[src/rtl/wdog_pkg.sv]
package wdog_pkg;
  localparam int unsigned FLAG_BIT  = 7;
  localparam int unsigned MODE_BIT  = 6;
  localparam int unsigned EN_BIT    = 5;
  localparam int unsigned RSTEN_BIT = 4;
  localparam logic ADDR_CNT  = 1'b0;
  localparam logic ADDR_CTRL = 1'b1;

  typedef struct packed {
    logic mode;   // 1: watchdog, 0: interval
    logic en;
    logic rst_en;
  } ctrl_t;
endpackage

[src/rtl/wdog_counter.sv]
module wdog_counter #(
  parameter int unsigned CNT_W = 8
) (
  input  logic             clk_i,
  input  logic             rst_ni,
  input  logic             run_i,
  input  logic             ld_i,
  input  logic [CNT_W-1:0] ld_val_i,
  output logic [CNT_W-1:0] cnt_o,
  output logic             wrap_o
);
  localparam logic [CNT_W-1:0] CNT_MAX = '1;

  logic [CNT_W-1:0] cnt_q;

  always_ff @(posedge clk_i or negedge rst_ni) begin
    if (!rst_ni)    cnt_q <= '0;
    else if (ld_i)  cnt_q <= ld_val_i;
    else if (run_i) cnt_q <= cnt_q + 1'b1;
  end

  assign wrap_o = run_i && !ld_i && (cnt_q == CNT_MAX);
  assign cnt_o  = cnt_q;
endmodule

[src/rtl/wdog_flag.sv]
module wdog_flag (
  input  logic clk_i,
  input  logic rst_ni,
  input  logic set_i,
  input  logic rd_i,
  input  logic wr_i,
  input  logic wr_flag_i,
  input  logic dis_i,
  input  logic auto_clr_i,
  output logic flag_o,
  output logic armed_o
);
  logic flag_q, armed_q, sw_clr;

  assign sw_clr = wr_i && !wr_flag_i && armed_q;

  always_ff @(posedge clk_i or negedge rst_ni) begin
    if (!rst_ni) begin
      flag_q  <= 1'b0;
      armed_q <= 1'b0;
    end else begin
      // set outranks every clear source
      if (set_i)                             flag_q <= 1'b1;
      else if (sw_clr || dis_i || auto_clr_i) flag_q <= 1'b0;
      // arm only on a read that sees the flag already set
      if (wr_i)                 armed_q <= 1'b0;
      else if (rd_i && flag_q)  armed_q <= 1'b1;
    end
  end

  assign flag_o  = flag_q;
  assign armed_o = armed_q;
endmodule

[src/rtl/wdog_req.sv]
module wdog_req (
  input  logic clk_i,
  input  logic rst_ni,
  input  logic ovf_i,
  input  logic flag_i,
  input  logic mode_i,
  input  logic rst_en_i,
  output logic irq_o,
  output logic nmi_o,
  output logic rst_req_o
);
  logic rst_q, nmi_q;

  always_ff @(posedge clk_i or negedge rst_ni) begin
    if (!rst_ni) begin
      rst_q <= 1'b0;
      nmi_q <= 1'b0;
    end else begin
      rst_q <= ovf_i && mode_i && rst_en_i;
      nmi_q <= ovf_i && mode_i && !rst_en_i;
    end
  end

  assign rst_req_o = rst_q;
  assign nmi_o     = nmi_q;
  assign irq_o     = flag_i && !mode_i;
endmodule

[src/rtl/wdog_itmr.sv]
module wdog_itmr #(
  parameter int unsigned CNT_W = 8
) (
  input  logic             clk_i,
  input  logic             rst_ni,
  input  logic             tick_i,
  input  logic             req_i,
  input  logic             we_i,
  input  logic             addr_i,
  input  logic [CNT_W-1:0] wdata_i,
  output logic [CNT_W-1:0] rdata_o,
  output logic             irq_o,
  output logic             nmi_o,
  output logic             rst_req_o
);
  import wdog_pkg::*;

  ctrl_t            ctrl_q;
  logic [CNT_W-1:0] cnt, ctrl_word;
  logic             cnt_wr, ctrl_wr, ctrl_rd, wrap, flag, armed;

  assign cnt_wr  = req_i && we_i  && (addr_i == ADDR_CNT);
  assign ctrl_wr = req_i && we_i  && (addr_i == ADDR_CTRL);
  assign ctrl_rd = req_i && !we_i && (addr_i == ADDR_CTRL);

  always_ff @(posedge clk_i or negedge rst_ni) begin
    if (!rst_ni) ctrl_q <= '0;
    else if (ctrl_wr) begin
      ctrl_q.mode   <= wdata_i[MODE_BIT];
      ctrl_q.en     <= wdata_i[EN_BIT];
      ctrl_q.rst_en <= wdata_i[RSTEN_BIT];
    end
  end

  wdog_counter #(.CNT_W(CNT_W)) u_cnt (
    .clk_i    (clk_i),
    .rst_ni   (rst_ni),
    .run_i    (ctrl_q.en && tick_i),
    .ld_i     (cnt_wr),
    .ld_val_i (wdata_i),
    .cnt_o    (cnt),
    .wrap_o   (wrap)
  );

  wdog_flag u_flag (
    .clk_i      (clk_i),
    .rst_ni     (rst_ni),
    .set_i      (wrap),
    .rd_i       (ctrl_rd),
    .wr_i       (ctrl_wr),
    .wr_flag_i  (wdata_i[FLAG_BIT]),
    .dis_i      (ctrl_wr && !wdata_i[EN_BIT]),
    .auto_clr_i (rst_req_o),
    .flag_o     (flag),
    .armed_o    (armed)
  );

  wdog_req u_req (
    .clk_i     (clk_i),
    .rst_ni    (rst_ni),
    .ovf_i     (wrap),
    .flag_i    (flag),
    .mode_i    (ctrl_q.mode),
    .rst_en_i  (ctrl_q.rst_en),
    .irq_o     (irq_o),
    .nmi_o     (nmi_o),
    .rst_req_o (rst_req_o)
  );

  always_comb begin
    ctrl_word            = '0;
    ctrl_word[FLAG_BIT]  = flag;
    ctrl_word[MODE_BIT]  = ctrl_q.mode;
    ctrl_word[EN_BIT]    = ctrl_q.en;
    ctrl_word[RSTEN_BIT] = ctrl_q.rst_en;
  end

  assign rdata_o = (addr_i == ADDR_CTRL) ? ctrl_word : cnt;
endmodule

[config.mk]
export PLATFORM = sky130hd
export DESIGN_NAME = wdog_itmr
export DESIGN_NICKNAME = d
export VERILOG_FILES = /design/src/rtl/wdog_pkg.sv /design/src/rtl/wdog_counter.sv /design/src/rtl/wdog_flag.sv /design/src/rtl/wdog_req.sv /design/src/rtl/wdog_itmr.sv
export SDC_FILE = /design/constraint.sdc
export NUM_CORES = 1
export LEC_CHECK = 0
export ABC_AREA = 0
export BUFFER_PORTS_ARGS = -buffer_cell sky130_fd_sc_hd__buf_2
export CAP_MARGIN = 20
export CORE_ASPECT_RATIO = 0.5
export CORE_MARGIN = 4
export CORE_UTILIZATION = 28
export DETAILED_ROUTE_END_ITERATION = 7
export GPL_TIMING_DRIVEN = 0
export PLACE_DENSITY = 0.54
export SYNTH_ARGS = -nofsm -noshare
export SYNTH_HDL_FRONTEND = slang
export SYNTH_HIERARCHICAL = 1
export SYNTH_SLANG_ARGS = --single-unit
export TNS_END_PERCENT = 1
[constraint.sdc]
create_clock -name clk_i -period 1.3 [get_ports clk_i]
set_input_delay 0.26 -clock clk_i [delete_from_list [all_inputs] [get_ports clk_i]]
set_output_delay 0.26 -clock clk_i [all_outputs]
set_load 0.01 [all_outputs]
==> summary by stage, run 1 <==
Timing
The number of slew-limit violations in the final report came to 0. The routed design could run at a clock period as short as 1.32 ns. The final count of hold timing violations is 0. The final period utilization is 102%. The achievable clock frequency is ~760 MHz. The actual transition at the worst max-transition pin is 0.367 ns.

The headroom to the max-slew limit is around three quarters. The worst clock skew on the final layout is roughly 0.0054 ns. Setup repair after global routing could not meet its margin everywhere. Setup violations remaining at the end of the flow were counted as 4. After layout, the worst setup slack is -0.0214 ns. The final hold slack is about 0.21 ns.

Clock tree
The clock slew at the register clock pins of the worst setup and hold paths is 0.07 ns. The tree built by TritonCTS fans out to 15 sinks. The largest buffer count on any clock path is 2. At the later pin of the worst-skew pair, clock insertion delay measures around 0.25 ns.

The deepest level of the CTS H-tree is 1. TritonCTS created 3 clock buffers. The tree is rooted in a sky130_fd_sc_hd__clkbuf_8.

TritonCTS built the clock tree.

Yosys
The number of nets in the synthesized netlist is between 100 and 150. For this run, the leading register cell type out of synthesis is sky130_fd_sc_hd__dfrtp_1. Synthesis produced a netlist whose cell count is 86.

For this run, the register share of the synthesized area comes to between 40% and 50%. The post-synthesis cell type count is 31. The cell area that synthesis handed to floorplanning was approximately 840 um^2. Counting flops with an async set or reset pin after synthesis yields a share of 100%.

The count of yosys warnings during synthesis is 6. The synthesized design contains 0 enable-type register cells. After synthesis the netlist holds a flip-flop and latch count of 15. The mean area per synthesized cell is slightly below 10 um^2.

Power and ir drop
For this design the ratio of total power to cell area is about 1400 nW/um^2. Combinational cells account for around 40% of the total power. The internal power of the cells is between 1000 and 1500 uW.

Per report_power, the clock group accounts for approximately 22% of the total. Summed over all cells, the static leakage comes to between 0.0006 and 0.0007 uW. The switching share of total power is around 33%. IR analysis of the VDD net gives a maximum drop of a little over 0.6 mV. In this run, flip-flops and latches consume between 30% and 40% of the power. Summed over all nets, the switching power comes to around 580 uW.

Finish
The post-synthesis to final-layout area growth is 48.4%. The finished cells cover 1250 um^2. The layout net count is between 100 and 150. The fraction of layout instances using a drive strength above 1 is about half. The filler-free cell count of the finished design is approximately 170. The most common cell after layout, fill and taps aside is sky130_fd_sc_hd__buf_2. The number of inserted diodes is 0. The library cells used most frequently in the layout, excluding fill and tap cells, are 21 x sky130_fd_sc_hd__buf_2, 17 x sky130_fd_sc_hd__buf_4, 13 x sky130_fd_sc_hd__dfrtp_1.

Route
The antenna violation net count after detailed routing is 0. The via-per-instance ratio is approximately 4.7. The via count of the routed design is 791. In the routed design, unresolved DRC markers number 0. The first routing iteration left 64 violations. The detail-routed net length per standard cell is ~13 um. The first detailed-routing pass ran for 4 iterations.

The final layout contains routed wiring with a total length of between 2000 and 2500 um.

Placement
The cell area after placement is between 1000 and 1500 um^2. The total half-perimeter wirelength after legalization and detailed placement is ~1400 um. The number of I/O port buffers is 24. The worst slack at placement is -0.234 ns. The number of cells after detailed placement is approximately 150. Routability-driven placement finished with a final weighted congestion of between 0.7 and 0.8.

Global route
In the global route stage, met1 resource usage came out at ~15%. In the global route stage, met3 resource usage came out at under 10%. The first global-routing pass estimated roughly 3400 um of wire. The number of global-route vias before repair is 704. The maximum number of pins on one net before global-route repair is 16. The final global-route overflow total is 0. The initial antenna violation count came to 0. Global routing consumed, on the met2 layer, 18.1% of the routing resources. Global routing used about 11% of the available tracks across all layers. After global routing, the most crowded layer is met2.

Worst hold path
The min-delay analysis places its worst path in the category in2reg.

Critical path
The type of the worst setup path is reg2out. For flop-to-flop paths, the worst setup slack is around 0.01 ns. The data required time of the worst path is around 1.0 ns. The startpoint type of the worst setup path is a register. STA puts the critical path data arrival time at roughly 1.1 ns. The top fanout value on the critical path is 4.

The type of destination of the critical path is a primary output.

Floorplan
The standard-cell row count is 13. The initial core utilization is 30.8%. In this run the count of I/O pins placed on the die edge is 25. The floorplan step defined a die boundary enclosing 4000 um^2. The horizontal die dimension is 85.5 um. The placeable core region is 2730 um^2. The floorplan step set the die height to between 40 and 50 um.

Outcome
The flow ran to the end, but the final reports show violations. The checks that failed: negative setup slack.

Flow run
Across the run, the number of max-cap violations was 0.
==> registers in the layout (all words and copies together) (netlist names) <==
signal and count:
ctrl_q 3, u_cnt/cnt_o 8, u_flag/armed_o 1, u_flag/flag_o 1, u_req/nmi_o 1, u_req/rst_req_o 1
==> synthesized netlist by cell type, types with 2 or more instances <==
cell,number,share of area (%)
sky130_fd_sc_hd__and3_1,2,1.5
sky130_fd_sc_hd__buf_4,3,2.7
sky130_fd_sc_hd__o21ai_0,6,3.6
sky130_fd_sc_hd__mux2_1,3,4.0
sky130_fd_sc_hd__nor2_1,5,2.2
sky130_fd_sc_hd__or4_1,2,1.8
sky130_fd_sc_hd__nand3_1,2,1.2
sky130_fd_sc_hd__dfrtp_1,15,45
sky130_fd_sc_hd__nand4_1,3,2.2
sky130_fd_sc_hd__nor2b_1,7,5.2
sky130_fd_sc_hd__mux2_2,4,5.4
sky130_fd_sc_hd__inv_1,2,0.89
sky130_fd_sc_hd__nand2_1,12,5.4
sky130_fd_sc_hd__xor2_1,3,3.1
==> critical path: stages (launching register included) <==
cell	delay [ns]
sky130_fd_sc_hd__dfrtp_1	0.41
sky130_fd_sc_hd__mux2_2	0.28
sky130_fd_sc_hd__buf_6	0.12
==> layer usage <==
| layer | vias up | wire (um) | share of wire (%) |
|---|---|---|---|
| met2 | 25 | 1030 | 47 |
| li1 | 387 | - | - |
| met1 | 375 | 1050 | 48 |
| met3 | 4 | 111 | 5.0 |
| met4 | 0 | 12 | 0.54 |
| met5 | - | 0 | 0 |
==> repair_timing <==
action	CTS	global route
setup buffers	9	6
pin swaps	1	3
setup endpoints to repair	9	12
resized for setup	7	7
hold buffers	1	0
hold endpoints to repair	15	0
==> metrics by stage <==
stage | TNS, ns | power, uW | util (%)
detailed placement | -0.956 | 1150 | 37.3
finish | -0.0446 | 1800 | 45.7
floorplan | 0 | 993 | -
global route | -0.358 | 1910 | 45.7
global placement | -0.911 | 1140 | 37.3
CTS | -0.192 | 1730 | 43.1
==> final timing paths <==
kind / from / end / cells past startpoint
min in group asynchronous: rst_ni / u_cnt/cnt_o[3] / 2
setup reg to reg: u_cnt/cnt_o[0] / u_req/rst_req_o / 4
hold reg to reg: u_flag/armed_o / u_flag/armed_o / 2
max in group asynchronous: rst_ni / u_cnt/cnt_o[2] / 2
setup / recovery: u_cnt/cnt_o[4] / rdata_o[4] / 2
hold / removal: wdata_i[0] / u_cnt/cnt_o[0] / 3
==> area by class of cell <==
| cell class | count | area (um^2) |
|---|---|---|
| flip-flops and latches | 15 | 378 |
| plain buffers | 4 | 31.3 |
| well taps | 37 | 46.3 |
| fillers | 269 | 1490 |
| repair buffers | 40 | 268 |
| inverters | 2 | 7.51 |
| clock buffers | 3 | 41.3 |
| clock inverters | 1 | 5.00 |
| multi-input cells | 65 | 470 |
==> power groups by stage <==
stage          combinational [uW]  sequential (uW)  clock (uW)
2_1_floorplan                 299              694           0
3_3_place_gp                  409              731           0
3_5_place_dp                  418              732           0
4_1_cts                       647              685         401
5_1_grt                       784              705         423
6_report                      724              684         387
==> cells by family (layout without fill, tap and decap cells) <==
| kind of cell | after synthesis | count (layout) | synth area share (%) |
|---|---|---|---|
| AND/OR/NAND/NOR | 41 | 41 | 26.9 |
| flip-flops | 15 | 15 | 44.6 |
| AO/OA/AOI/OAI | 11 | 11 | 8.04 |
| multiplexers | 8 | 8 | 10.6 |
| buffers and inverters | 6 | 50 | 4.17 |
| XOR/XNOR | 4 | 4 | 4.17 |
| adder cells (fa/ha/maj) | 1 | 1 | 1.49 |
Note: power is estimated with default switching activity, not from simulation.
==> run 2, diff against run 1 <==
--- a/config.mk
+++ b/config.mk
@@ -8,12 +8,14 @@
 export ABC_AREA = 0
 export BUFFER_PORTS_ARGS = -buffer_cell sky130_fd_sc_hd__buf_2
 export CAP_MARGIN = 20
+export CELL_PAD_IN_SITES_DETAIL_PLACEMENT = 1
+export CELL_PAD_IN_SITES_GLOBAL_PLACEMENT = 2
 export CORE_ASPECT_RATIO = 0.5
 export CORE_MARGIN = 4
-export CORE_UTILIZATION = 28
+export CORE_UTILIZATION = 27
 export DETAILED_ROUTE_END_ITERATION = 7
 export GPL_TIMING_DRIVEN = 0
-export PLACE_DENSITY = 0.54
+export PLACE_DENSITY = 0.78
 export SYNTH_ARGS = -nofsm -noshare
 export SYNTH_HDL_FRONTEND = slang
 export SYNTH_HIERARCHICAL = 1
==> run 2 against run 1 <==
Compared with the run above:
- the flow still finishes with violations (negative setup slack)
- hold slack better by 0.0094 ns
- clock-buffer cell count up 1
- routed wire length up 14%
- power down 1.4%
- largest power group is now sequential cells
- highest routed layer is now met3
==> summary by stage, run 2 (synthesis results as in run 1) <==
Route
The DRC violation count after routing is 0 (unchanged). The number of search-and-repair iterations in the first detailed-routing pass is 4 (unchanged). The via count of the routed design was 782 (was 791). The antenna violation net count after detailed routing was 0 (unchanged). The detail-routed net length per standard cell is 15.3 um (was 13.3 um).

The starting DRC count in detailed routing came to 24 (was 64). The total routed wirelength is 2520 um (was 2210 um). The via-per-instance ratio was 4.74 (about the same).

Global route
The maximum number of pins on one net before global-route repair is 16 (unchanged). The wire length of the first global-routing pass is 3920 um (was 3390 um). The initial antenna violation count came to 0 (unchanged). The number of global-route vias before repair came to 811 (was 704). The final global-route overflow total was 0 (unchanged).

The total routing usage reported by global routing came to 13.0% (was 11.5%).

Timing
The final count of hold timing violations was 0 (unchanged). The smallest setup slack after layout is -0.0570 ns (was -0.0214 ns). The final period utilization is 104% (was 102%). The headroom to the max-slew limit came to 75.9% (was 75.5%). The actual transition at the worst max-transition pin is 0.361 ns (was 0.367 ns). Unrepaired setup endpoints after global routing: true (unchanged). The number of slew-limit violations in the final report is 0 (unchanged).

The post-layout minimum cycle time is 1.36 ns (was 1.32 ns). The number of failing setup endpoints in the final timing report is 8 (was 4). The worst clock skew on the final layout is 0.00613 ns (was 0.00543 ns).

The achievable clock frequency is 737 MHz (was 757 MHz).

Finish
The total of fill cells in the finished design is 343 (was 269). The flip-flop count of the largest register after layout is 8 (unchanged). Most used cells in the layout excluding fill and tap cells: 21 x sky130_fd_sc_hd__buf_2, 14 x sky130_fd_sc_hd__buf_4, 12 x sky130_fd_sc_hd__nand2_1, 12 x sky130_fd_sc_hd__dfrtp_1 (was 21 x sky130_fd_sc_hd__buf_2, 17 x sky130_fd_sc_hd__buf_4, 13 x sky130_fd_sc_hd__dfrtp_1). The layout net count came to 144 (was 146). The fraction of layout instances using a drive strength above 1 is 46.9% (was 49.2%). The area taken by flip-flops and latches is 379 um^2 (was 378 um^2).

The post-synthesis to final-layout area growth is 47.0% (was 48.4%). The number of inserted diodes came to 0 (unchanged). The most common cell after layout, fill and taps aside is sky130_fd_sc_hd__buf_2 (unchanged). The cell area after layout is 1240 um^2 (was 1250 um^2). The area used by multi-input combinational logic was 470 um^2 (unchanged).

Floorplan
The die outline area was 4130 um^2 (was 4000 um^2). The y dimension of the die was 47.5 um (was 46.8 um). The placeable core region was 2780 um^2 (was 2730 um^2).

The initial core utilization is 30.2% (was 30.8%). The number of placed I/O pins came to 25 (unchanged). The horizontal die dimension is 86.9 um (was 85.5 um). The standard-cell row count was 13 (unchanged).

Power and ir drop
The leakage power summed over all cells was 0.000597 uW (was 0.000614 uW). The logic gate share of total power is 37.0% (was 40.3%). The switching share of total power is 33.8% (was 32.5%).

The total power after layout is 1770 uW (was 1800 uW). The proportion of power drawn by the clock network was 22.1% (was 21.6%). The total net switching power came to 598 uW (was 584 uW). The sequential group share of total power is 40.8% (was 38.1%).

The total power divided by cell area is 1430 nW/um^2 (was 1440 nW/um^2). The internal power of the cells was 1170 uW (was 1210 uW). The highest ir drop seen on vdd came to 0.634 mV (was 0.610 mV).

Placement
The cell area after placement is 1020 um^2 (unchanged). The total half-perimeter wirelength after legalization and detailed placement is 1650 um (was 1420 um). The routability-driven placement congestion ratio is 0.747 (was 0.742). The number of I/O port buffers came to 24 (unchanged).

Flow run
The number of maximum-capacitance constraint violations is 0 (unchanged).

Critical path
The flop-to-flop setup slack is -0.03 ns (was 0.01 ns). The logic depth of the worst register-to-register path is 4 (unchanged). The type of destination of the critical path is a primary output (unchanged).

The data arrival at the endpoint of the critical path was 1.10 ns (was 1.06 ns). The data required time of the worst path was 1.04 ns (about the same). The type of the worst setup path is reg2out (unchanged). The top fanout value on the critical path is 4 (unchanged). The startpoint type of the worst setup path is a register (unchanged).

Worst hold path
The number of cells on the worst hold path is 3 (unchanged). The path type of the worst min-delay path is in2reg (unchanged).

Clock tree
The insertion delay to the later sink of the worst-skew pair came to 0.25 ns (about the same). The deepest level of the CTS H-tree is 1 (unchanged). The root buffer cell is sky130_fd_sc_hd__clkbuf_8 (unchanged).

The largest buffer count on any clock path came to 2 (unchanged). The TritonCTS clock tree is built (unchanged). The clock slew at the register clock pins of the worst setup and hold paths is 0.07 ns (about the same). The clock sink count is 15 (unchanged). The clock buffer count from CTS was 3 (unchanged).

Outcome
Failing checks: negative setup slack (unchanged). Outcome: finished with violations (unchanged).
==> run 2: cell type report <==
cell class	count	share of cell area, %
multi-input combinational	65	38.1
buffer	3	1.62
inverter	2	0.607
sequential	15	30.7
tap	37	3.74
clock buffer	4	3.64
timing repair buffer	39	21.7
==> run 2: worst paths after layout <==
path	startpoint	to
setup / recovery	u_cnt/cnt_o[5]	rdata_o[5]
min in group asynchronous	rst_ni	u_cnt/cnt_o[7]
hold reg to reg	u_flag/armed_o	u_flag/armed_o
max in group asynchronous	rst_ni	u_cnt/cnt_o[3]
setup reg to reg	u_cnt/cnt_o[4]	u_cnt/cnt_o[7]
hold / removal	wdata_i[0]	u_cnt/cnt_o[0]
==> run 2: worst max-delay path, stage by stage, from the launching register on <==
cell,delay [ns]
sky130_fd_sc_hd__dfrtp_1,0.42
sky130_fd_sc_hd__mux2_4,0.30
sky130_fd_sc_hd__buf_6,0.13
==> run 2: power by group through the flow <==
stage	Clock, uW	Combinational (uW)	Sequential (uW)
detailed placement	0	426	741
floorplan	0	299	694
CTS	398	573	721
global route	426	719	744
global placement	0	413	737
finish	392	656	723
==> run 2: per-stage QoR <==
| step | setup WS (ns) | std cells | setup TNS (ns) | util [%] | hold WS (ns) |
|---|---|---|---|---|---|
| after global placement | -0.226 | 147 | -0.927 | 36.7 | 0.186 |
| after floorplan | 0.0621 | 86 | 0 | - | -0.0356 |
| after detailed placement | -0.248 | 147 | -1.02 | 36.7 | 0.191 |
| after CTS | -0.0485 | 162 | -0.282 | 42.6 | 0.222 |
| final | -0.0570 | 165 | -0.266 | 44.4 | 0.218 |
| after global routing | -0.0968 | 165 | -0.783 | 44.4 | 0.232 |
==> run 2: what timing repair did <==
action | CTS | global route
buffers inserted | 10 | 4
pin swaps | 2 | 5
endpoints found under the setup margin | 9 | 12
hold buffers | 1 | 0
resized for setup | 8 | 9
hold endpoints to repair | 15 | 0
==> run 2: per-layer routing <==
metal,vias to the layer above,track usage (%),wire length (um)
li1,383,-,-
met1,387,16.0,1200
met2,12,22.9,1230
met3,0,3.78,85
met4,0,3.73,0
met5,-,0,0
==> run 3, diff against run 2 <==
--- a/config.mk
+++ b/config.mk
@@ -10,7 +10,7 @@
 export CAP_MARGIN = 20
 export CELL_PAD_IN_SITES_DETAIL_PLACEMENT = 1
 export CELL_PAD_IN_SITES_GLOBAL_PLACEMENT = 2
-export CORE_ASPECT_RATIO = 0.5
+export CORE_ASPECT_RATIO = 1.75
 export CORE_MARGIN = 4
 export CORE_UTILIZATION = 27
 export DETAILED_ROUTE_END_ITERATION = 7
==> run 3 against run 2 <==
Compared with the run above:
- highest routed layer is now met4
- clock skew grew 0.0031 ns
- largest power group unchanged
- combinational power shrank 20%
- critical path depth grew 2
- the flow still finishes with violations (negative setup slack)
==> summary by stage, run 3 (synthesis results as in run 1) <==
Critical path
Cells along the critical path: and2_4, nand4_4, or4_1, nand3_1 (was mux2_4, buf_6). The logic depth of the worst register-to-register path is 4 (unchanged). The type of the worst setup path is reg2reg (was reg2out).

The critical-path cell with the highest stage delay was sky130_fd_sc_hd__or4_1 (was sky130_fd_sc_hd__dfrtp_1). The data arrival at the endpoint of the critical path is 1.55 ns (was 1.10 ns). The top fanout value on the critical path is 5 (was 4). The buffering stage count on the worst path with inverters included came to 0 (was 1). The type of destination of the critical path is a register (was primary output).

The kind of cell adding the most delay to the critical path is simple AND/OR/NAND/NOR gates (was flip-flops). The startpoint type of the worst setup path is a register (unchanged). The reg-to-reg endpoint is u_cnt/cnt_o[7] (unchanged). The data required time of the worst path was 1.48 ns (was 1.04 ns). The delay of the slowest cell on the worst path is 0.49 ns (was 0.42 ns). The startpoint of the worst register-to-register path was ctrl_q[1] (was u_cnt/cnt_o[4]). The number of cells on the critical path was 4 (was 2). The startpoint of the most critical setup path is ctrl_q[1] (was u_cnt/cnt_o[5]). The flop-to-flop setup slack is -0.06 ns (was -0.03 ns).

Finish
The flip-flop count of the largest register after layout is 8 (unchanged). The number of inserted diodes is 0 (unchanged). The most common cell after layout, fill and taps aside was sky130_fd_sc_hd__buf_2 (unchanged). The fraction of layout instances using a drive strength above 1 is 42.9% (was 46.9%).

The post-synthesis to final-layout area growth is 39.0% (was 47.0%). Most used cells in the layout excluding fill and tap cells: 21 x sky130_fd_sc_hd__buf_2, 12 x sky130_fd_sc_hd__nand2_1, 11 x sky130_fd_sc_hd__dfrtp_1 (was 21 x sky130_fd_sc_hd__buf_2, 14 x sky130_fd_sc_hd__buf_4, 12 x sky130_fd_sc_hd__nand2_1, 12 x sky130_fd_sc_hd__dfrtp_1). The layout net count is 135 (was 144).

Global route
The initial antenna violation count came to 0 (unchanged). The total routing usage reported by global routing is 12.9% (was 13.0%). The global routing usage on met3 was 2.18% (was 3.78%).

The most used routing layer in global routing was met2 (unchanged). The final global-route overflow total is 0 (unchanged). The number of global-route vias before repair is 827 (was 811). The wire length of the first global-routing pass was 4040 um (was 3920 um). The maximum number of pins on one net before global-route repair is 16 (unchanged). The global routing met2 resource utilization was 24.0% (was 22.9%). The met1 routing resource usage after global routing is 14.3% (was 16.0%).

Timing
Unrepaired setup endpoints after global routing: true (unchanged). The setup TNS is -0.198 ns (was -0.266 ns). The actual transition at the worst max-transition pin is 0.360 ns (was 0.361 ns). The achievable clock frequency is 734 MHz (was 737 MHz). The number of failing setup endpoints in the final timing report came to 5 (was 8). The smallest setup slack after layout is -0.0627 ns (was -0.0570 ns). The headroom to the max-slew limit is 76.0% (was 75.9%). The post-layout minimum cycle time was 1.36 ns (about the same). The worst clock skew on the final layout is 0.00918 ns (was 0.00613 ns).

The final period utilization is 105% (was 104%). The number of slew-limit violations in the final report is 0 (unchanged). The final count of hold timing violations was 0 (unchanged).

Floorplan
The number of placed I/O pins came to 25 (unchanged). The die outline area is 4110 um^2 (was 4130 um^2). The initial core utilization is 28.4% (was 30.2%).

The horizontal die dimension came to 50.2 um (was 86.9 um). The standard-cell row count was 26 (was 13). The y dimension of the die is 81.8 um (was 47.5 um).

The placeable core region is 2960 um^2 (was 2780 um^2).

Placement
The number of I/O port buffers was 24 (unchanged). The total half-perimeter wirelength after legalization and detailed placement is 1680 um (was 1650 um). The routability-driven placement congestion ratio is 0.760 (was 0.747).

Worst hold path
The end point of the worst hold path is u_cnt/cnt_o[1] (was u_cnt/cnt_o[0]). The number of cells on the worst hold path came to 3 (unchanged). The startpoint of the lowest-slack hold path is wdata_i[1] (was wdata_i[0]). The path type of the worst min-delay path is in2reg (unchanged).

Route
The detail-routed net length per standard cell is 14.6 um (was 15.3 um). The via count of the routed design is 752 (was 782). The starting DRC count in detailed routing is 7 (was 24). The antenna violation net count after detailed routing is 0 (unchanged). The via-per-instance ratio is 4.67 (was 4.74). The number of search-and-repair iterations in the first detailed-routing pass is 4 (unchanged). The total routed wirelength was 2350 um (was 2520 um).

The DRC violation count after routing is 0 (unchanged).

Clock tree
The clock slew at the register clock pins of the worst setup and hold paths was 0.07 ns (about the same). The clock sink count is 15 (unchanged). The clock buffer count from CTS was 3 (unchanged). The root buffer cell is sky130_fd_sc_hd__clkbuf_8 (unchanged). The largest buffer count on any clock path is 2 (unchanged). The insertion delay to the later sink of the worst-skew pair is 0.25 ns (about the same).

The deepest level of the CTS H-tree came to 1 (unchanged). The TritonCTS clock tree was built (unchanged).

Outcome
Outcome: finished with violations (unchanged). Failing checks: negative setup slack (unchanged).

Power and ir drop
The leakage power summed over all cells is 0.000542 uW (was 0.000597 uW). The highest ir drop seen on vdd is 0.642 mV (was 0.634 mV). The total power after layout came to 1680 uW (was 1770 uW). The total power divided by cell area is 1440 nW/um^2 (was 1430 nW/um^2).

Flow run
The number of maximum-capacitance constraint violations was 0 (unchanged).
==> run 3: area by class of cell <==
type                            count  area [um^2]
Clock buffer                        3         41.3
Sequential cell                    15          380
Buffer                              3         20.0
Clock inverter                      1         7.51
Fill cell                         345         1790
Multi-Input combinational cell     65          467
Timing Repair Buffer               30          193
Inverter                            2         7.51
Tap cell                           42         52.6
==> run 3: metrics by stage <==
step	hold WS, ns	area [um^2]	cells	utilization, %	setup slack, ns
after floorplan	-0.0356	853	86	-	0.0621
after global placement	0.192	1030	152	34.7	-0.206
after detailed placement	0.200	1030	152	34.7	-0.250
after CTS	0.214	1160	160	39.3	-0.0581
after global routing	0.233	1170	161	39.5	-0.128
final	0.219	1170	161	39.5	-0.0627
==> run 3: how the worst max path moves through the flow <==
stage	to	slack (ns)
3_5_place_dp	u_req/rst_req_o	-0.25
6_report	u_cnt/cnt_o[7]	-0.06
5_1_grt	u_cnt/cnt_o[7]	-0.13
2_1_floorplan	u_cnt/cnt_o[5]	0.06
4_1_cts	u_cnt/cnt_o[7]	-0.06
3_3_place_gp	u_req/nmi_o	-0.21
==> run 3: what timing repair did <==
| item | in CTS | in global routing |
|---|---|---|
| hold buffers | 1 | 0 |
| setup endpoints to repair | 10 | 14 |
| buffers inserted | 3 | 2 |
| pin swaps | 1 | 5 |
| endpoints found under the hold margin | 15 | 0 |
| resized for setup | 12 | 2 |
==> run 3: report_power, final <==
part,total [uW],internal [uW],switching (uW)
clock,399,215,183
sequential,754,583,171
combinational,525,302,223
==> run 3: per-layer routing <==
| metal | wire, um | vias to the layer above |
|---|---|---|
| met5 | 0 | - |
| met4 | 20 | 0 |
| met3 | 109 | 2 |
| met2 | 1290 | 18 |
| met1 | 932 | 370 |
| li1 | - | 362 |
==> run 3: worst register-to-register path, delay by kind of cell, from the launching register on <==
family,cells,cell delay [ns]
flip-flops,1,0.37
AND/OR/NAND/NOR,4,0.92
